<file path="src/rtl/fpx_pkg.sv">
package fpx_pkg;
  localparam int NUM_CAUSE = 13;
  localparam int NUM_FLAG  = 8;

  // cause indices
  localparam int C_SNAN   = 0;
  localparam int C_QNAN   = 1;
  localparam int C_INF_SUB = 2;
  localparam int C_INF_DIV = 3;
  localparam int C_ZDZ    = 4;
  localparam int C_IMZ    = 5;
  localparam int C_CVT    = 6;
  localparam int C_CMP    = 7;
  localparam int C_SQRT   = 8;
  localparam int C_DIVZ   = 9;
  localparam int C_OVER   = 10;
  localparam int C_UNDER  = 11;
  localparam int C_INEX   = 12;

  // flag indices
  localparam int F_INVALID = 0;
  localparam int F_SNAN    = 1;
  localparam int F_QNAN    = 2;
  localparam int F_OVER    = 3;
  localparam int F_UNDER   = 4;
  localparam int F_INF     = 5;
  localparam int F_DIVZ    = 6;
  localparam int F_INEX    = 7;

  typedef logic [NUM_CAUSE-1:0] cause_t;
  typedef logic [NUM_FLAG-1:0]  flags_t;
endpackage

</file>
<file path="src/rtl/fpx_cause_map.sv">
module fpx_cause_map
  import fpx_pkg::*;
(
  input  cause_t cause,
  output flags_t set_bits
);
  localparam int NUM_INV = C_SQRT - C_SNAN + 1;

  logic [NUM_INV-1:0] inv_causes;

  genvar gi;
  generate
    for (gi = 0; gi < NUM_INV; gi++) begin : g_inv
      assign inv_causes[gi] = cause[C_SNAN + gi];
    end
  endgenerate

  always_comb begin
    set_bits            = '0;
    set_bits[F_INVALID] = |inv_causes;
    set_bits[F_SNAN]    = cause[C_SNAN];
    set_bits[F_QNAN]    = cause[C_QNAN];
    set_bits[F_INF]     = cause[C_INF_SUB] | cause[C_INF_DIV];
    set_bits[F_OVER]    = cause[C_OVER];
    set_bits[F_UNDER]   = cause[C_UNDER];
    set_bits[F_DIVZ]    = cause[C_DIVZ];
    set_bits[F_INEX]    = cause[C_INEX];
  end
endmodule

</file>
<file path="src/rtl/fpx_flag_reg.sv">
module fpx_flag_reg
  import fpx_pkg::*;
(
  input  logic   clk,
  input  logic   rst_n,
  input  logic   upd,
  input  flags_t set_bits,
  input  logic   we,
  input  flags_t wdata,
  output flags_t flags,
  output flags_t flags_nxt
);
  flags_t base;

  always_comb begin
    base      = we ? wdata : flags;
    flags_nxt = upd ? (base | set_bits) : base;
  end

  always_ff @(posedge clk or negedge rst_n) begin
    if (!rst_n) flags <= '0;
    else        flags <= flags_nxt;
  end


  hold_when_idle_chk: assert property (@(posedge clk) disable iff (!rst_n)
    (!upd && !we) |=> (flags == $past(flags)));


  sticky_no_clear_chk: assert property (@(posedge clk) disable iff (!rst_n)
    (!we) |=> ((flags & $past(flags)) == $past(flags)));
endmodule

</file>
<file path="src/rtl/fpx_exc_pulse.sv">
module fpx_exc_pulse
  import fpx_pkg::*;
(
  input  logic   clk,
  input  logic   rst_n,
  input  logic   upd,
  input  flags_t flags_nxt,
  output logic   exc_req
);
  always_ff @(posedge clk or negedge rst_n) begin
    if (!rst_n) exc_req <= 1'b0;
    else        exc_req <= upd && (|flags_nxt);
  end
endmodule

</file>
<file path="src/rtl/fpx_flag_accum.sv">
module fpx_flag_accum
  import fpx_pkg::*;
(
  input  logic                 clk,
  input  logic                 rst_n,
  input  logic                 st_valid,
  output logic                 st_ready,
  input  logic [NUM_CAUSE-1:0] st_cause,
  input  logic                 exc_en,
  input  logic                 csr_we,
  input  logic [NUM_FLAG-1:0]  csr_wdata,
  output logic [NUM_FLAG-1:0]  csr_flags,
  output logic                 exc_req
);
  logic   upd;
  flags_t set_bits;
  flags_t flags_nxt;

  assign st_ready = 1'b1;
  assign upd      = st_valid && st_ready && exc_en;

  fpx_cause_map u_map (
    .cause    (st_cause),
    .set_bits (set_bits)
  );

  fpx_flag_reg u_reg (
    .clk       (clk),
    .rst_n     (rst_n),
    .upd       (upd),
    .set_bits  (set_bits),
    .we        (csr_we),
    .wdata     (csr_wdata),
    .flags     (csr_flags),
    .flags_nxt (flags_nxt)
  );

  fpx_exc_pulse u_pulse (
    .clk       (clk),
    .rst_n     (rst_n),
    .upd       (upd),
    .flags_nxt (flags_nxt),
    .exc_req   (exc_req)
  );


  no_req_disabled_chk: assert property (@(posedge clk) disable iff (!rst_n)
    (!(st_valid && exc_en)) |=> !exc_req);


  invalid_sets_chk: assert property (@(posedge clk) disable iff (!rst_n)
    (st_valid && exc_en && (|st_cause[C_SQRT:C_SNAN])) |=> csr_flags[F_INVALID]);


  snan_sets_chk: assert property (@(posedge clk) disable iff (!rst_n)
    (st_valid && exc_en && st_cause[C_SNAN]) |=> csr_flags[F_SNAN]);


  inf_sets_chk: assert property (@(posedge clk) disable iff (!rst_n)
    (st_valid && exc_en && (st_cause[C_INF_SUB] || st_cause[C_INF_DIV]))
      |=> csr_flags[F_INF]);


  req_needs_flag_chk: assert property (@(posedge clk) disable iff (!rst_n)
    exc_req |-> (csr_flags != '0));
endmodule

</file>
<file path="config.mk">
export PLATFORM = sky130hd
export DESIGN_NAME = fpx_flag_accum
export DESIGN_NICKNAME = d
export VERILOG_FILES = /design/src/rtl/fpx_pkg.sv /design/src/rtl/fpx_cause_map.sv /design/src/rtl/fpx_flag_reg.sv /design/src/rtl/fpx_exc_pulse.sv /design/src/rtl/fpx_flag_accum.sv
export SDC_FILE = /design/constraint.sdc
export NUM_CORES = 1
export LEC_CHECK = 0
export BUFFER_PORTS_ARGS = -buffer_cell sky130_fd_sc_hd__buf_2
export CAP_MARGIN = 20
export CORE_MARGIN = 5
export CORE_UTILIZATION = 33
export DETAILED_ROUTE_END_ITERATION = 16
export PLACE_DENSITY = 0.74
export SYNTH_ARGS = -nofsm -noshare
export SYNTH_HDL_FRONTEND = slang
export SYNTH_SLANG_ARGS = --single-unit
</file>
<file path="constraint.sdc">
create_clock -name clk -period 1.6 [get_ports clk]
set_input_delay 0.16 -clock clk [delete_from_list [all_inputs] [get_ports clk]]
set_output_delay 0.16 -clock clk [all_outputs]
set_load 0.01 [all_outputs]
</file>
==> metrics.cfg, run 1 <==
[status]
status = complete, no violations

[global_route]
use_met3 = 0.04981
use_met1 = 0.1502
antenna_found_initial = 0
grt_max_degree = 15
busiest_layer = met2
grt_pass1_wl_mm = 1.911
overflow = 0
grt_util_met2 = 0.1843
grtUsageTotal = 0.1308
first_global_vias = 493

[synthesis]
synth_async_sr_flop_share = 1.000
yosys_warnings = 0
ys_seq_area_frac = 0.4972
synth_top_area_share = 0.4972
syn_area_per_cell_um2 = 11.32
postSynthCellCount = 40
syn-cell-area_um2 = 452.9
syn_nets = 66
synth_common_cells = 9 x dfrtp_1, 6 x nor2b_1, 4 x a221o_2
ys.flop_type = dfrtp_1
synth.most_common_cell = dfrtp_1
synth_top_cell_by_area = dfrtp_1
synth-edff-count = 0
ys_seq_elements = 9
synth_area_leaders = dfrtp_1 50%, a221o_2 9.9%, nor2b_1 8.3%, a221o_1 4.4%, mux2i_1 4.4%
synth_cell_type_count = 20

[pwr]
vdd_ir_drop_max_mv = 0.5540
total_power_uw = 559.9
p_per_area_mw_per_mm2 = 855.7
p_leak_nw = 0.3252

[setup_path]
path_delay_family = compound AO/OA/AOI/OAI gates
worstPathArrival_ns = 1.40
cp_max_fo = 2
crit_chain = nor2b_1, a221o_1, nor4_2, a31oi_1
start_kind = flop
required_ns = 1.73
critPathBufInv = 0
max_stage_delay_ns = 0.36
path_class = flop to flop
cp_slowest_cell = dfrtp_1
end_kind = flop

[sta]
setup_slack_ns = 0.3250
rsz0062_at_grt = false
fin_crit_ns = 1.275
setup_viol = 0
final.setup_skew_ns = 0.002227
fin_tns_setup_ns = 0
slew_violations = 0
hold_viol_final = 0
period_share = 0.7969
fmax_mhz = 784.3

[final_layout]
drive_gt1_frac = 0.5789
fillers = 140
fin_util = 0.5029
finalNetCount = 103
n_antenna_cell = 0
area_growth_pct = 44.48

[routing]
via_per_inst = 4.758
drt-pass1-iter-count = 2
wl_per_cell_um = 12.56
vias = 433
postRouteAntennaNets = 0
wl_mm = 1.143
drt-initial-drc-count = 5
drcViolationCount = 0

[placement]
post-place-ws_ns = 0.3076
dp_hpwl_um = 976.3
port_buffers = 34
place_congestion = 0.7558

[clock_tree]
clock-root-buffer = clkbuf_4
cts_buffers = 3
clk_pin_slew_ns = 0.06
clk_path_buf_depth = 2
cts_tree = yes
postCtsSetupBuffers = 0
cts_max_level = 1
insertion_delay_ns = 0.25
cts_sinks = 9

[job]
cap_violations = 0

[floorplan]
num_rows = 13
initial_core_util = 0.3481
dieArea_mm2 = 0.002213
die_h_um = 47.05
core-area_mm2 = 0.001301
io_pins = 36
die_x_um = 47.05

[worst_hold_path]
hp-class = input pin to flop

cells by family after synthesis:
kind of cell,Yosys count,share of synthesized area
AND/OR/NAND/NOR,14,0.1906
AO/OA/AOI/OAI,10,0.1989
flip-flops,9,0.4972
buffers and inverters,4,0.06076
multiplexers,2,0.04420
other,1,0.008279
state kept, by name, summed over array words and instances, names as in the netlist:
| signal | cells |
|---|---|
| u_reg.flags | 8 |
| u_pulse.exc_req | 1 |
power breakdown:
part,internal (mW),leakage [nW],total [mW],switching [mW]
Clock,0.0956,0.0150,0.167,0.0712
Combinational,0.0695,0.207,0.134,0.0648
Sequential,0.250,0.104,0.259,0.00905
Total,0.415,0.325,0.560,0.145
placed cells by master, fill, tap and decap left out:
cell | synthesis | layout
dlygate4sd3_1 | 0 | 1
nand2_1 | 2 | 2
clkbuf_1 | 0 | 1
buf_2 | 1 | 34
nor4_2 | 1 | 1
a21oi_1 | 1 | 1
a221o_1 | 2 | 2
o21ai_0 | 1 | 1
nor3_1 | 2 | 2
nor4_1 | 1 | 1
clkbuf_4 | 0 | 3
inv_1 | 1 | 1
o21ai_2 | 1 | 1
and2_4 | 1 | 1
conb_1 | 1 | 1
nor2_1 | 1 | 1
nor2b_1 | 6 | 6
mux2i_1 | 2 | 2
dfrtp_1 | 9 | 9
a221o_2 | 4 | 4
a31oi_1 | 1 | 1
what timing repair did:
action,in CTS,in global routing
hold buffers,1,0
resized for setup,0,0
hold endpoints to repair,9,0
through the flow:
step	hold slack, ns	std cells	cell area (um^2)
2_1_floorplan	-0.1356	40	452.9
3_3_place_gp	0.02011	86	618.1
3_5_place_dp	0.01978	86	618.1
4_1_cts	0.1547	91	654.4
5_1_grt	0.1407	91	654.4
6_report	0.1583	91	654.4
area by class of cell:
type / instances / area, um^2 / share of cell area
Sequential cell: 9 / 225.2 / 0.3442
Multi-Input combinational cell: 27 / 200.2 / 0.3059
Timing Repair Buffer: 35 / 180.2 / 0.2753
Clock buffer: 4 / 26.28 / 0.04015
Tap cell: 15 / 18.77 / 0.02868
Inverter: 1 / 3.754 / 0.005736
routing by layer:
layer	wire length, um	vias to the layer above	part of all wire
li1	-	220	-
met1	467	185	0.41
met2	491	26	0.43
met3	166	2	0.15
met4	17	0	0.015
met5	0	-	0
worst paths after layout:
check	start	endpoint	slack [ns]	depth (start not counted)
setup / recovery	u_reg.flags[1]	u_pulse.exc_req	0.33	4
hold / removal	st_cause[10]	u_reg.flags[3]	0.16	2
setup reg to reg	u_reg.flags[1]	u_pulse.exc_req	0.33	4
hold reg to reg	u_reg.flags[5]	u_reg.flags[5]	0.54	2
max in group asynchronous	rst_n	u_reg.flags[2]	1.16	2
min in group asynchronous	rst_n	u_reg.flags[5]	0.27	2
(Power assumes the default switching activity.)
==> run 2: changes to the inputs <==
--- a/config.mk
+++ b/config.mk
@@ -10,7 +10,7 @@
 export CORE_MARGIN = 5
 export CORE_UTILIZATION = 33
 export DETAILED_ROUTE_END_ITERATION = 16
-export PLACE_DENSITY = 0.74
+export PLACE_DENSITY = 0.77
 export SYNTH_ARGS = -nofsm -noshare
 export SYNTH_HDL_FRONTEND = slang
 export SYNTH_SLANG_ARGS = --single-unit
==> constraint.sdc (replaced) <==
create_clock -name clk -period 1.1 [get_ports clk]
set_input_delay 0.11 -clock clk [delete_from_list [all_inputs] [get_ports clk]]
set_output_delay 0.11 -clock clk [all_outputs]
set_load 0.01 [all_outputs]
==> metrics.cfg, run 2 (synthesis gave the netlist of run 1 again) <==
[setup_path]
rr_worst_depth = 4
end_kind = flop
reg2reg_slack_ns = -0.21
required_ns = 1.23
path_class = flop to flop
cp_max_fo = 2
r2r_start = u_reg.flags[7]
worstPathArrival_ns = 1.44
start_kind = flop
timing.rr.end = u_pulse.exc_req

[clock_tree]
cts_tree = yes
clock-root-buffer = clkbuf_4
cts_buffers = 3
clk_path_buf_depth = 2
cts_sinks = 9
cts_max_level = 1
insertion_delay_ns = 0.26
clk_pin_slew_ns = 0.06

[final_layout]
top_regs = u_reg.flags (8), u_pulse.exc_req (1)
drive_gt1_frac = 0.5974
fin_util = 0.5212
regArea_um2 = 225.2
n_antenna_cell = 0
finalNetCount = 104
layout_commonest_cell = buf_2
area_growth_pct = 49.72
largest_reg_flops = 8
regMostFlops = u_reg.flags
design_area_um2 = 678.2
fillers = 133
multi_input_area_um2 = 216.5
layout_common_cells = 34 x buf_2, 9 x dfrtp_1, 5 x nor2b_1

[routing]
via_per_inst = 4.848
drcViolationCount = 0
drt-pass1-iter-count = 2
drt-initial-drc-count = 2
postRouteAntennaNets = 0
wl_mm = 1.191
wl_per_cell_um = 12.95
vias = 446

[pwr]
p_leak_nw = 0.3369
p_per_area_mw_per_mm2 = 1237
vdd_ir_drop_max_mv = 0.5850

[worst_hold_path]
hp-class = input pin to flop
min-delay-start = st_cause[10]
min_to = u_reg.flags[3]
hold_depth = 2

[floorplan]
dieArea_mm2 = 0.002213
die_h_um = 47.05
io_pins = 36
die_x_um = 47.05
initial_core_util = 0.3481
num_rows = 13
core-area_mm2 = 0.001301

[global_route]
grt_util_met2 = 0.1734
grt_max_degree = 15
use_met3 = 0.03448
first_global_vias = 446
grt_pass1_wl_mm = 1.821
use_met1 = 0.1624
overflow = 0
grtUsageTotal = 0.1277
busiest_layer = met2
antenna_found_initial = 0

[sta]
hold_viol_final = 0
fmax_mhz = 765.0
rsz0062_at_grt = true
slew_violations = 0
setup_slack_ns = -0.2072
setup_viol = 1
final.setup_skew_ns = 0.002841
period_share = 1.188
fin_crit_ns = 1.307

[placement]
port_buffers = 34
place_congestion = 0.7172
place_area_um2 = 625.6
dp_hpwl_um = 935

[status]
violations = negative setup slack
status = finished, violations left

[job]
cap_violations = 0

run 2: cell count changes in the layout (fill, tap and decap cells not counted):
cell | before | now
nor4_4 | 0 | 1
nor2b_1 | 6 | 5
nor4_2 | 1 | 0
buf_4 | 0 | 1
nor2b_4 | 0 | 1
run 2: layer usage:
layer	vias up	share of wire
li1	219	-
met4	0	0.035
met2	27	0.41
met1	195	0.43
met5	-	0
met3	5	0.12
run 2: power breakdown:
part | switching [mW] | internal (mW) | total [mW]
registers | 0.0134 | 0.363 | 0.377
clock network | 0.112 | 0.140 | 0.251
logic | 0.103 | 0.108 | 0.211
total | 0.228 | 0.611 | 0.839
run 2: critical path, stage by stage (launching register included):
cell and delay, ns:
dfrtp_1 0.37, nor2b_4 0.12, a221o_2 0.34, nor4_4 0.25, a31oi_1 0.10
run 2: worst max path at each step:
stage / startpoint / endpoint / slack (ns) / cells past startpoint
6_report: u_reg.flags[7] / u_pulse.exc_req / -0.21 / 4
5_1_grt: u_reg.flags[7] / u_pulse.exc_req / -0.28 / 4
2_1_floorplan: u_reg.flags[1] / u_pulse.exc_req / -0.15 / 4
3_5_place_dp: u_reg.flags[1] / u_pulse.exc_req / -0.15 / 4
4_1_cts: u_reg.flags[1] / u_pulse.exc_req / -0.17 / 4
3_3_place_gp: u_reg.flags[1] / u_pulse.exc_req / -0.14 / 4
run 2: what timing repair did:
item | CTS | global route
endpoints found under the setup margin | 1 | 1
pin swaps | 0 | 2
gates resized for setup | 0 | 3
hold buffers | 1 | 0
hold endpoints to repair | 9 | 0
setup buffers | 0 | 0
run 2: per-stage QoR:
step | power [mW] | worst slack [ns] | TNS (ns) | hold slack, ns | cells
CTS | 0.8401 | -0.1654 | -0.1654 | 0.09451 | 92
detailed placement | 0.5805 | -0.1543 | -0.1873 | -0.03044 | 87
floorplan | 0.4858 | -0.1492 | -0.1492 | -0.1856 | 40
finish | 0.8386 | -0.2072 | -0.2072 | 0.1063 | 92
global route | 0.8963 | -0.2846 | -0.2846 | 0.08733 | 92
global placement | 0.5772 | -0.1385 | -0.1385 | -0.03148 | 87
run 2: cell type report:
class | count | area share
Tap cell | 15 | 0.02768
Sequential cell | 9 | 0.3321
Timing Repair Buffer | 36 | 0.2768
Inverter | 1 | 0.005535
Clock buffer | 4 | 0.03875
Multi-Input combinational cell | 27 | 0.3192
==> run 3: changes to the inputs <==
--- a/config.mk
+++ b/config.mk
@@ -7,7 +7,7 @@
 export LEC_CHECK = 0
 export BUFFER_PORTS_ARGS = -buffer_cell sky130_fd_sc_hd__buf_2
 export CAP_MARGIN = 20
-export CORE_MARGIN = 5
+export CORE_MARGIN = 2
 export CORE_UTILIZATION = 33
 export DETAILED_ROUTE_END_ITERATION = 16
 export PLACE_DENSITY = 0.77
==> metrics.cfg, run 3 (synthesis gave the netlist of run 1 again) <==
[sta]
setup_viol = 1
rsz0062_at_grt = true
fin_tns_setup_ns = -0.2165
slew_violations = 0
final.setup_skew_ns = 0.0003617
hold_viol_final = 0
period_share = 1.197
setup_slack_ns = -0.2165
fin_crit_ns = 1.317
fmax_mhz = 759.6

[pwr]
intPower_uw = 609.2
p_leak_nw = 0.3351
power_switching_uw = 218.9
p_sw_frac = 0.2643
clkPwrFrac = 0.300
p_per_area_mw_per_mm2 = 1237
sequentialPowerShare = 0.455
total_power_uw = 828.1
vdd_ir_drop_max_mv = 0.5685
comb_power_share = 0.245

[floorplan]
dieArea_mm2 = 0.001685
initial_core_util = 0.3525
die_h_um = 41.05
core-area_mm2 = 0.001285
num_rows = 13
io_pins = 36
die_x_um = 41.05

[placement]
place_area_um2 = 625.6
dp_hpwl_um = 909.6
post-place-ws_ns = -0.1970
port_buffers = 34
dp_cells = 87
place_congestion = 0.7230

[setup_path]
start_kind = flop
cp_slowest_cell = dfrtp_1
required_ns = 1.23
crit_chain = nor2b_4, a221o_1, nor4_2, a31oi_1
cp_max_fo = 2
timing.rr.end = u_pulse.exc_req
rr_worst_depth = 4
worstPathArrival_ns = 1.44
r2r_start = u_reg.flags[1]
end_kind = flop
path_class = flop to flop
reg2reg_slack_ns = -0.22
max_stage_delay_ns = 0.39

[worst_hold_path]
min-delay-start = st_cause[11]
hp-class = input pin to flop
min_to = u_reg.flags[4]
hold_depth = 2

[final_layout]
layout_commonest_cell = buf_2
layout.cells.non_filler = 92
regArea_um2 = 225.2
fillers = 124
finalNetCount = 104
area_growth_pct = 47.79
top_regs = u_reg.flags (8), u_pulse.exc_req (1)
largest_reg_flops = 8
multi_input_area_um2 = 207.7
design_area_um2 = 669.4
regMostFlops = u_reg.flags
n_antenna_cell = 0
layout_common_cells = 34 x buf_2, 9 x dfrtp_1, 5 x nor2b_1
drive_gt1_frac = 0.5974

[routing]
drcViolationCount = 0
wl_mm = 1.125
drt-initial-drc-count = 2
wl_per_cell_um = 12.23
postRouteAntennaNets = 0
drt-pass1-iter-count = 4
via_per_inst = 4.902
vias = 451

[clock_tree]
cts_buffers = 3
clk_path_buf_depth = 2
insertion_delay_ns = 0.26
clk_pin_slew_ns = 0.06
cts_sinks = 9
clock-root-buffer = clkbuf_4
cts_tree = yes
cts_max_level = 1

[global_route]
grt_max_degree = 15
antenna_found_initial = 0
overflow = 0
grtUsageTotal = 0.1433
grt_pass1_wl_mm = 1.490
first_global_vias = 393

[job]
cap_violations = 0

[status]
violations = negative setup slack
status = finished, violations left

-- run 3: cell counts in the layout (fill, tap and decap cells not counted) --
No cell type changed its count.
-- run 3: power by group through the flow --
| stage | sequential [mW] | clock (mW) | combinational, mW |
|---|---|---|---|
| 5_1_grt | 0.380 | 0.272 | 0.226 |
| 3_3_place_gp | 0.381 | 0 | 0.194 |
| 3_5_place_dp | 0.382 | 0 | 0.198 |
| 2_1_floorplan | 0.399 | 0 | 0.0864 |
| 4_1_cts | 0.377 | 0.252 | 0.201 |
| 6_report | 0.377 | 0.248 | 0.203 |
-- run 3: worst max path at each step --
stage / startpoint / to / cells past startpoint
6_report: u_reg.flags[1] / u_pulse.exc_req / 4
5_1_grt: u_reg.flags[1] / u_pulse.exc_req / 4
4_1_cts: u_reg.flags[1] / u_pulse.exc_req / 4
3_5_place_dp: u_reg.flags[1] / u_pulse.exc_req / 4
3_3_place_gp: u_reg.flags[7] / u_pulse.exc_req / 4
2_1_floorplan: u_reg.flags[1] / u_pulse.exc_req / 4
-- run 3: critical path, delay by kind of cell, from the launching register on --
family	cells	cell delay [ns]
simple gates	2	0.39
flops	1	0.39
compound gates	2	0.40
-- run 3: final cells by class --
cell class / count / area share
clock buffer: 4 / 0.03925
sequential: 9 / 0.3364
inverter: 1 / 0.005607
multi-input combinational: 27 / 0.3103
timing repair buffer: 36 / 0.2804
tap: 15 / 0.02804
-- run 3: timing repair --
action | CTS | global route
endpoints found under the hold margin | 9 | 0
pin swaps | 0 | 0
gates resized for setup | 0 | 1
hold buffers | 1 | 0
buffers inserted | 0 | 0
endpoints found under the setup margin | 1 | 1
-- run 3: through the flow --
step	util	hold slack (ns)
after floorplan	-	-0.1856
after detailed placement	0.4869	-0.03210
final	0.5209	0.09975
after global placement	0.4869	-0.03443
after global routing	0.5209	0.09956
after CTS	0.5151	0.1012
-- run 3: layer usage --
metal | wire (um) | vias to the layer above | global-route usage
met1 | 464 | 197 | 0.1656
met3 | 144 | 2 | 0.04891
met4 | 13 | 0 | 0.07500
met5 | 0 | - | 0
met2 | 503 | 31 | 0.2305
li1 | - | 221 | -
